$ cat src/rtl/uart_fifo_pkg.sv
package uart_fifo_pkg;

   // control word fields
   localparam int CB_EN      = 0;
   localparam int CB_RX_CLR  = 1;
   localparam int CB_TX_CLR  = 2;
   localparam int CB_TX_LO   = 4;
   localparam int CB_RX_LO   = 6;

   typedef struct packed {
      logic [1:0] rx_code;
      logic [1:0] tx_code;
      logic       fifo_on;
   } uf_ctl_t;

endpackage

$ cat src/rtl/uf_ctl_reg.sv
module uf_ctl_reg
   import uart_fifo_pkg::*;
(
   input  logic       clk,
   input  logic       rst_n,
   input  logic       we,
   input  logic [7:0] wdata,
   output uf_ctl_t    ctl,
   output logic       rx_clr,
   output logic       tx_clr
);

   logic flush_all;

   always_ff @(posedge clk or negedge rst_n) begin
      if (!rst_n) begin
         ctl <= '0;
      end else if (we) begin
         ctl.fifo_on <= wdata[CB_EN];
         ctl.tx_code <= wdata[CB_TX_LO +: 2];
         ctl.rx_code <= wdata[CB_RX_LO +: 2];
      end
   end

   // clear strobes act in the write cycle and are never stored
   assign flush_all = we & ~wdata[CB_EN];
   assign rx_clr    = flush_all | (we & wdata[CB_RX_CLR]);
   assign tx_clr    = flush_all | (we & wdata[CB_TX_CLR]);

endmodule

$ cat src/rtl/uf_thr_select.sv
module uf_thr_select #(
   parameter int DEPTH   = 16,
   parameter bit RX_SIDE = 1'b1,
   localparam int LW     = $clog2(DEPTH + 1)
) (
   input  logic [1:0]    code,
   output logic [LW-1:0] thr
);

   generate
      if (DEPTH != 16 && DEPTH != 32) begin : g_bad_depth
         $error("uf_thr_select: DEPTH must be 16 or 32");
      end
      if (DEPTH == 16 && RX_SIDE) begin : g_rx16
         always_comb
            case (code)
               2'd0:    thr = LW'(1);
               2'd1:    thr = LW'(4);
               2'd2:    thr = LW'(8);
               default: thr = LW'(14);
            endcase
      end else if (DEPTH == 16) begin : g_tx16
         always_comb
            case (code)
               2'd0:    thr = LW'(1);
               2'd1:    thr = LW'(3);
               2'd2:    thr = LW'(9);
               default: thr = LW'(13);
            endcase
      end else if (RX_SIDE) begin : g_rx32
         always_comb
            case (code)
               2'd0:    thr = LW'(1);
               2'd1:    thr = LW'(8);
               2'd2:    thr = LW'(16);
               default: thr = LW'(26);
            endcase
      end else begin : g_tx32
         always_comb
            case (code)
               2'd0:    thr = LW'(1);
               2'd1:    thr = LW'(7);
               2'd2:    thr = LW'(17);
               default: thr = LW'(25);
            endcase
      end
   endgenerate

endmodule

$ cat src/rtl/uf_fifo_core.sv
module uf_fifo_core #(
   parameter int DW    = 8,
   parameter int DEPTH = 16,
   localparam int AW   = $clog2(DEPTH),
   localparam int LW   = $clog2(DEPTH + 1)
) (
   input  logic          clk,
   input  logic          rst_n,
   input  logic          clr,
   input  logic          single,
   input  logic          push,
   input  logic [DW-1:0] pdata,
   input  logic          pop,
   output logic [DW-1:0] rdata,
   output logic [LW-1:0] level,
   output logic          ovr
);

   generate
      if ((1 << AW) != DEPTH) begin : g_bad_pow2
         $error("uf_fifo_core: DEPTH must be a power of two");
      end
   endgenerate

   logic [DW-1:0] mem [DEPTH];
   logic [AW-1:0] wr_ptr, rd_ptr;
   logic [LW-1:0] cap;
   logic          full, pop_ok, push_ok;

   assign cap     = single ? LW'(1) : LW'(DEPTH);
   assign full    = (level >= cap);
   assign pop_ok  = pop & (level != '0);
   assign push_ok = push & (~full | pop_ok);

   always_ff @(posedge clk) begin
      if (push_ok && !clr) mem[wr_ptr] <= pdata;
   end

   always_ff @(posedge clk or negedge rst_n) begin
      if (!rst_n) begin
         wr_ptr <= '0;
         rd_ptr <= '0;
         level  <= '0;
         rdata  <= '0;
         ovr    <= 1'b0;
      end else if (clr) begin
         wr_ptr <= '0;
         rd_ptr <= '0;
         level  <= '0;
         rdata  <= '0;
         ovr    <= 1'b0;
      end else begin
         ovr <= push & ~push_ok;
         if (push_ok) wr_ptr <= wr_ptr + AW'(1);
         if (pop_ok) begin
            rd_ptr <= rd_ptr + AW'(1);
            rdata  <= mem[rd_ptr];
         end
         case ({push_ok, pop_ok})
            2'b10:   level <= level + LW'(1);
            2'b01:   level <= level - LW'(1);
            default: level <= level;
         endcase
      end
   end


   level_cap_chk: assert property (@(posedge clk) disable iff (!rst_n)
      level <= LW'(DEPTH));

   clr_empty_chk: assert property (@(posedge clk) disable iff (!rst_n)
      clr |=> (level == '0));

   ovr_cause_chk: assert property (@(posedge clk) disable iff (!rst_n)
      ovr |-> $past(push));

   pop_empty_chk: assert property (@(posedge clk) disable iff (!rst_n)
      (pop && !push && !clr && level == '0) |=> ($stable(rdata) && level == '0));

endmodule

$ cat src/rtl/uart_fifo_pair.sv
module uart_fifo_pair
   import uart_fifo_pkg::*;
#(
   parameter int DEPTH = 16,
   parameter int DW    = 8,
   localparam int LW   = $clog2(DEPTH + 1)
) (
   input  logic          clk,
   input  logic          rst_n,
   input  logic          ctl_we,
   input  logic [7:0]    ctl_wdata,
   input  logic          ext_mode,
   input  logic          rx_push,
   input  logic [DW-1:0] rx_pdata,
   input  logic          rx_pop,
   output logic [DW-1:0] rx_rdata,
   input  logic          tx_push,
   input  logic [DW-1:0] tx_pdata,
   input  logic          tx_pop,
   output logic [DW-1:0] tx_rdata,
   output logic [LW-1:0] rx_level,
   output logic [LW-1:0] tx_level,
   output logic          rx_ovr,
   output logic          tx_ovr,
   output logic          rx_irq,
   output logic          tx_irq
);

   uf_ctl_t       ctl;
   logic          rx_clr, tx_clr;
   logic [LW-1:0] rx_thr, tx_thr;

   uf_ctl_reg i_ctl (
      .clk(clk), .rst_n(rst_n), .we(ctl_we), .wdata(ctl_wdata),
      .ctl(ctl), .rx_clr(rx_clr), .tx_clr(tx_clr)
   );

   uf_fifo_core #(.DW(DW), .DEPTH(DEPTH)) i_rx (
      .clk(clk), .rst_n(rst_n), .clr(rx_clr), .single(~ctl.fifo_on),
      .push(rx_push), .pdata(rx_pdata), .pop(rx_pop),
      .rdata(rx_rdata), .level(rx_level), .ovr(rx_ovr)
   );

   uf_fifo_core #(.DW(DW), .DEPTH(DEPTH)) i_tx (
      .clk(clk), .rst_n(rst_n), .clr(tx_clr), .single(~ctl.fifo_on),
      .push(tx_push), .pdata(tx_pdata), .pop(tx_pop),
      .rdata(tx_rdata), .level(tx_level), .ovr(tx_ovr)
   );

   uf_thr_select #(.DEPTH(DEPTH), .RX_SIDE(1'b1)) i_rx_thr (
      .code(ctl.rx_code), .thr(rx_thr)
   );

   uf_thr_select #(.DEPTH(DEPTH), .RX_SIDE(1'b0)) i_tx_thr (
      .code(ctl.tx_code), .thr(tx_thr)
   );

   assign rx_irq = (rx_level >= rx_thr);
   assign tx_irq = ext_mode ? (tx_level < tx_thr) : (tx_level == '0);


   tx_legacy_chk: assert property (@(posedge clk) disable iff (!rst_n)
      (!ext_mode && tx_level != '0) |-> !tx_irq);

   rx_empty_quiet_chk: assert property (@(posedge clk) disable iff (!rst_n)
      (rx_level == '0) |-> !rx_irq);

   rx_clr_isolation_chk: assert property (@(posedge clk) disable iff (!rst_n)
      (ctl_we && ctl_wdata[CB_EN] && ctl_wdata[CB_RX_CLR] && !ctl_wdata[CB_TX_CLR]
       && !tx_push && !tx_pop) |=> $stable(tx_level));

endmodule

$ cat config.mk
export PLATFORM = sky130hd
export DESIGN_NAME = uart_fifo_pair
export DESIGN_NICKNAME = d
export VERILOG_FILES = /design/src/rtl/uart_fifo_pkg.sv /design/src/rtl/uf_ctl_reg.sv /design/src/rtl/uf_thr_select.sv /design/src/rtl/uf_fifo_core.sv /design/src/rtl/uart_fifo_pair.sv
export SDC_FILE = /design/constraint.sdc
export NUM_CORES = 1
export LEC_CHECK = 0
export BUFFER_PORTS_ARGS = -buffer_cell sky130_fd_sc_hd__buf_2
export CORE_UTILIZATION = 55
export DETAILED_ROUTE_END_ITERATION = 8
export HOLD_SLACK_MARGIN = 0.05
export PLACE_DENSITY_LB_ADDON = 0.08
export SLEW_MARGIN = 20
export SYNTH_ARGS = -nofsm -noshare
export SYNTH_HDL_FRONTEND = slang
export SYNTH_SLANG_ARGS = --single-unit
$ cat constraint.sdc
create_clock -name clk -period 5.56 [get_ports clk]
set_input_delay 0.278 -clock clk [delete_from_list [all_inputs] [get_ports clk]]
set_output_delay 0.278 -clock clk [all_outputs]
set_load 0.01 [all_outputs]
==> flow_summary.json <==
{
  "muxShareOfSynthArea": 0.1401,
  "status": "finished, final reports clean",
  "ys.flop_type": "edfxtp_1",
  "synth.top_cell.area_share": 0.6009,
  "syn_nets": 781,
  "cap_violations": 0,
  "dr.pass1.iters": 5,
  "period_share": 0.5447,
  "cts_tree": "built",
  "synth_cell_types": 57,
  "critPathKind": "reg -> reg",
  "async_reset_ff_frac": 0.1607,
  "crit_fanout": 8,
  "crit_end": "i_rx.mem[9][0]",
  "clk_pin_slew_worst_paths_ps": 60,
  "hold_viol_final": 0,
  "via_count": 6596,
  "fmax_mhz": 330.2,
  "cpPeakStageDelay_ps": 550,
  "hold_path.class": "in -> reg",
  "die_w_um": 154.5,
  "rows": 55,
  "gp_congestion": 0.7752,
  "critPathLaunch": "i_rx.level[0]",
  "clock_sinks": 305,
  "ctsResizeCount": 0,
  "reg2reg_to": "i_rx.mem[9][0]",
  "wl_per_cell_um": 21.72,
  "grt_pass1_wl_um": 38210,
  "rr_startpoint": "i_rx.level[0]",
  "reg2reg_slack_ps": 2530,
  "crit_arrival_ps": 3210,
  "ys_seq_area_frac": 0.6967,
  "critPathSlowestCell": "dfrtp_1",
  "fin_area_sq_um": 14360,
  "max_slew.worst_pin.slew_ps": 1147,
  "detail-route-antenna-nets": 0,
  "drv_slew": 0,
  "synth_edf_count": 256,
  "period_minus_slack_ps": 3028,
  "met2_length_um": 11140,
  "synth_area_sq_um": 12790,
  "cts_made_buffers": 31,
  "postSynthCellCount": 720,
  "initial_core_util": 0.5634,
  "antenna_cells": 0,
  "drc": 0,
  "dp_hpwl_um": 15660,
  "cts.htree.levels": 1,
  "slew-limit-headroom": 0.2354,
  "highest_layer": "met4",
  "ys_seq_elements": 305,
  "synth_top_cell_by_area": "edfxtp_1",
  "wl_met1_um": 11180,
  "placed_cell_area_sq_um": 13380,
  "drt_iter0_markers": 453,
  "rsz0062_at_grt": "false",
  "cts_hold_buf": 7,
  "n_fill_cell": 1619,
  "fin_setup_tns_ps": 0,
  "clock_latency_ps": 550,
  "coreArea_sq_um": 22710,
  "io_pins": 62,
  "grt-ovfl-total": 0,
  "grt_start_max_net_pins": 50,
  "drive_gt1_frac": 0.2491,
  "fin_nets": 856,
  "synth-simple-area-share": 0.06484,
  "grt_pass1_vias": 6798,
  "synthAdderAreaFrac": 0.02954,
  "grt_usage": 0.2119,
  "die_area_sq_um": 23870,
  "p_leak_nw": 4.926,
  "cts_setup_buffers": 0,
  "r2r_cells": 7,
  "start_kind": "register",
  "clk_path_buf_depth": 3,
  "clock_skew_ps": 10.77,
  "area_delta_synth_final_pct": 12.24,
  "critical_path.cell_chain": "inv_1 > ha_1 > or3b_1 > o22ai_4 > nor2_8 > nor4b_4 > and2_1",
  "viasPerCell": 5.975,
  "cp-end-kind": "register",
  "yosys_warnings": 0,
  "port_buffers": 60,
  "met3WireLength_um": 1200,
  "setup_viol": 0,
  "synth_compound_area_frac": 0.03990,
  "powerDensity_nw_per_um2": 431.4,
  "die_h_um": 154.5,
  "synth_xor_area_frac": 0.01027,
  "ys_top_cells_by_area": "edfxtp_1, mux4_2, dfrtp_1",
  "ir_drop_v": 0.0003315,
  "synth_top_family_by_area": "multiplexers",
  "finalPower_mw": 6.195,
  "antenna_found_initial": 0,
  "cp.required_ps": 5740,
  "syn_area_per_cell_sq_um": 17.77,
  "root_buffer": "clkbuf_16",
  "drt_wl_total_um": 23980
}
-- cells in the mapped netlist, types with 5 or more instances --
cell type  instances
edfxtp_1         256
mux4_2            64
dfrtp_1           49
nor2_1            39
mux2i_1           34
nand2_1           33
ha_1              27
nand3_1           21
clkbuf_1          16
inv_1             16
o221ai_1          16
buf_2             15
a21oi_1           12
and2_1            12
xnor2_1           11
nand4_1           10
nor3_1            10
o21ai_0           10
nand2b_1           8
o21a_1             5
-- cell usage in the layout, fill, tap and decap left out, drive strengths merged, types with 11 or more instances in the layout --
master,count
nand2,34
nand3,22
mux2i,34
o221ai,16
and2,12
ha,27
a21oi,12
nor2,40
edfxtp,256
dfrtp,49
buf,72
clkbuf,41
xnor2,11
clkinv,14
o21ai,17
mux4,64
inv,17
-- cells by family (layout without fill, tap and decap cells) --
kind of cell,after synthesis,in the layout
simple gates,154,154
mux,99,99
flops,305,305
fa+ha+maj,29,29
xor+xnor,15,15
compound gates,64,64
buf+inv,54,153
-- metal layers --
| layer | vias to the layer above | track usage |
|---|---|---|
| li1 | 2990 | - |
| met1 | 3389 | 0.3265 |
| met2 | 178 | 0.3217 |
| met3 | 39 | 0.03166 |
| met4 | 0 | 0.05281 |
| met5 | - | 0 |
-- where the power goes --
part / switching (mW) / internal [mW] / leakage [nW]
clock: 0.820 / 1.04 / 0.444
sequential: 0.218 / 2.66 / 2.95
combinational: 0.774 / 0.691 / 1.53
-- worst max-delay path: cells and delay by family (launching register included) --
| family | cells | cell delay [ps] |
|---|---|---|
| compound gates | 1 | 280 |
| fa+ha+maj | 1 | 310 |
| buf+inv | 1 | 170 |
| flops | 1 | 550 |
| simple gates | 4 | 1350 |
-- through the flow --
stage | hold slack (ps) | setup slack [ps] | util | instances
after CTS | 50.01 | 2503 | 0.6323 | 1104
after global placement | 439.4 | 2497 | 0.5888 | 1040
after detailed placement | 459.0 | 2519 | 0.5892 | 1040
final | 75.60 | 2532 | 0.6323 | 1104
after floorplan | -17.59 | 2544 | - | 720
after global routing | 83.12 | 2376 | 0.6323 | 1104
-- sequential cells by signal, indices dropped and copies added, names as in the netlist --
signal,count
i_rx.rd_ptr,4
i_ctl.ctl,5
i_rx.wr_ptr,4
i_rx.mem,128
i_tx.wr_ptr,4
i_rx.ovr,1
i_tx.mem,128
i_tx.rdata,8
i_tx.ovr,1
i_tx.rd_ptr,4
i_tx.level,5
i_rx.level,5
i_rx.rdata,8
-- area by class of cell --
class                           count  area, sq um  share of cell area
Sequential cell                   305         8917              0.6210
Multi-Input combinational cell    361         3652              0.2543
Inverter                           17        63.81            0.004444
Tap cell                          285        356.6             0.02483
Timing Repair Buffer               79        460.4             0.03206
Clock inverter                     16        86.33            0.006012
Clock buffer                       41        823.3             0.05733
-- worst min path at each step --
stage,startpoint,endpoint,slack [ps],cells after the start
global placement,rst_n,i_rx.rdata[7],440,2
finish,ctl_we,i_ctl.ctl[4],80,3
global route,ctl_we,i_ctl.ctl[4],80,2
CTS,ctl_we,i_ctl.ctl[4],50,3
floorplan,rst_n,i_ctl.ctl[0],-20,0
detailed placement,rst_n,i_rx.rdata[6],460,2
No activity file was read; power rests on OpenSTA's default activity.
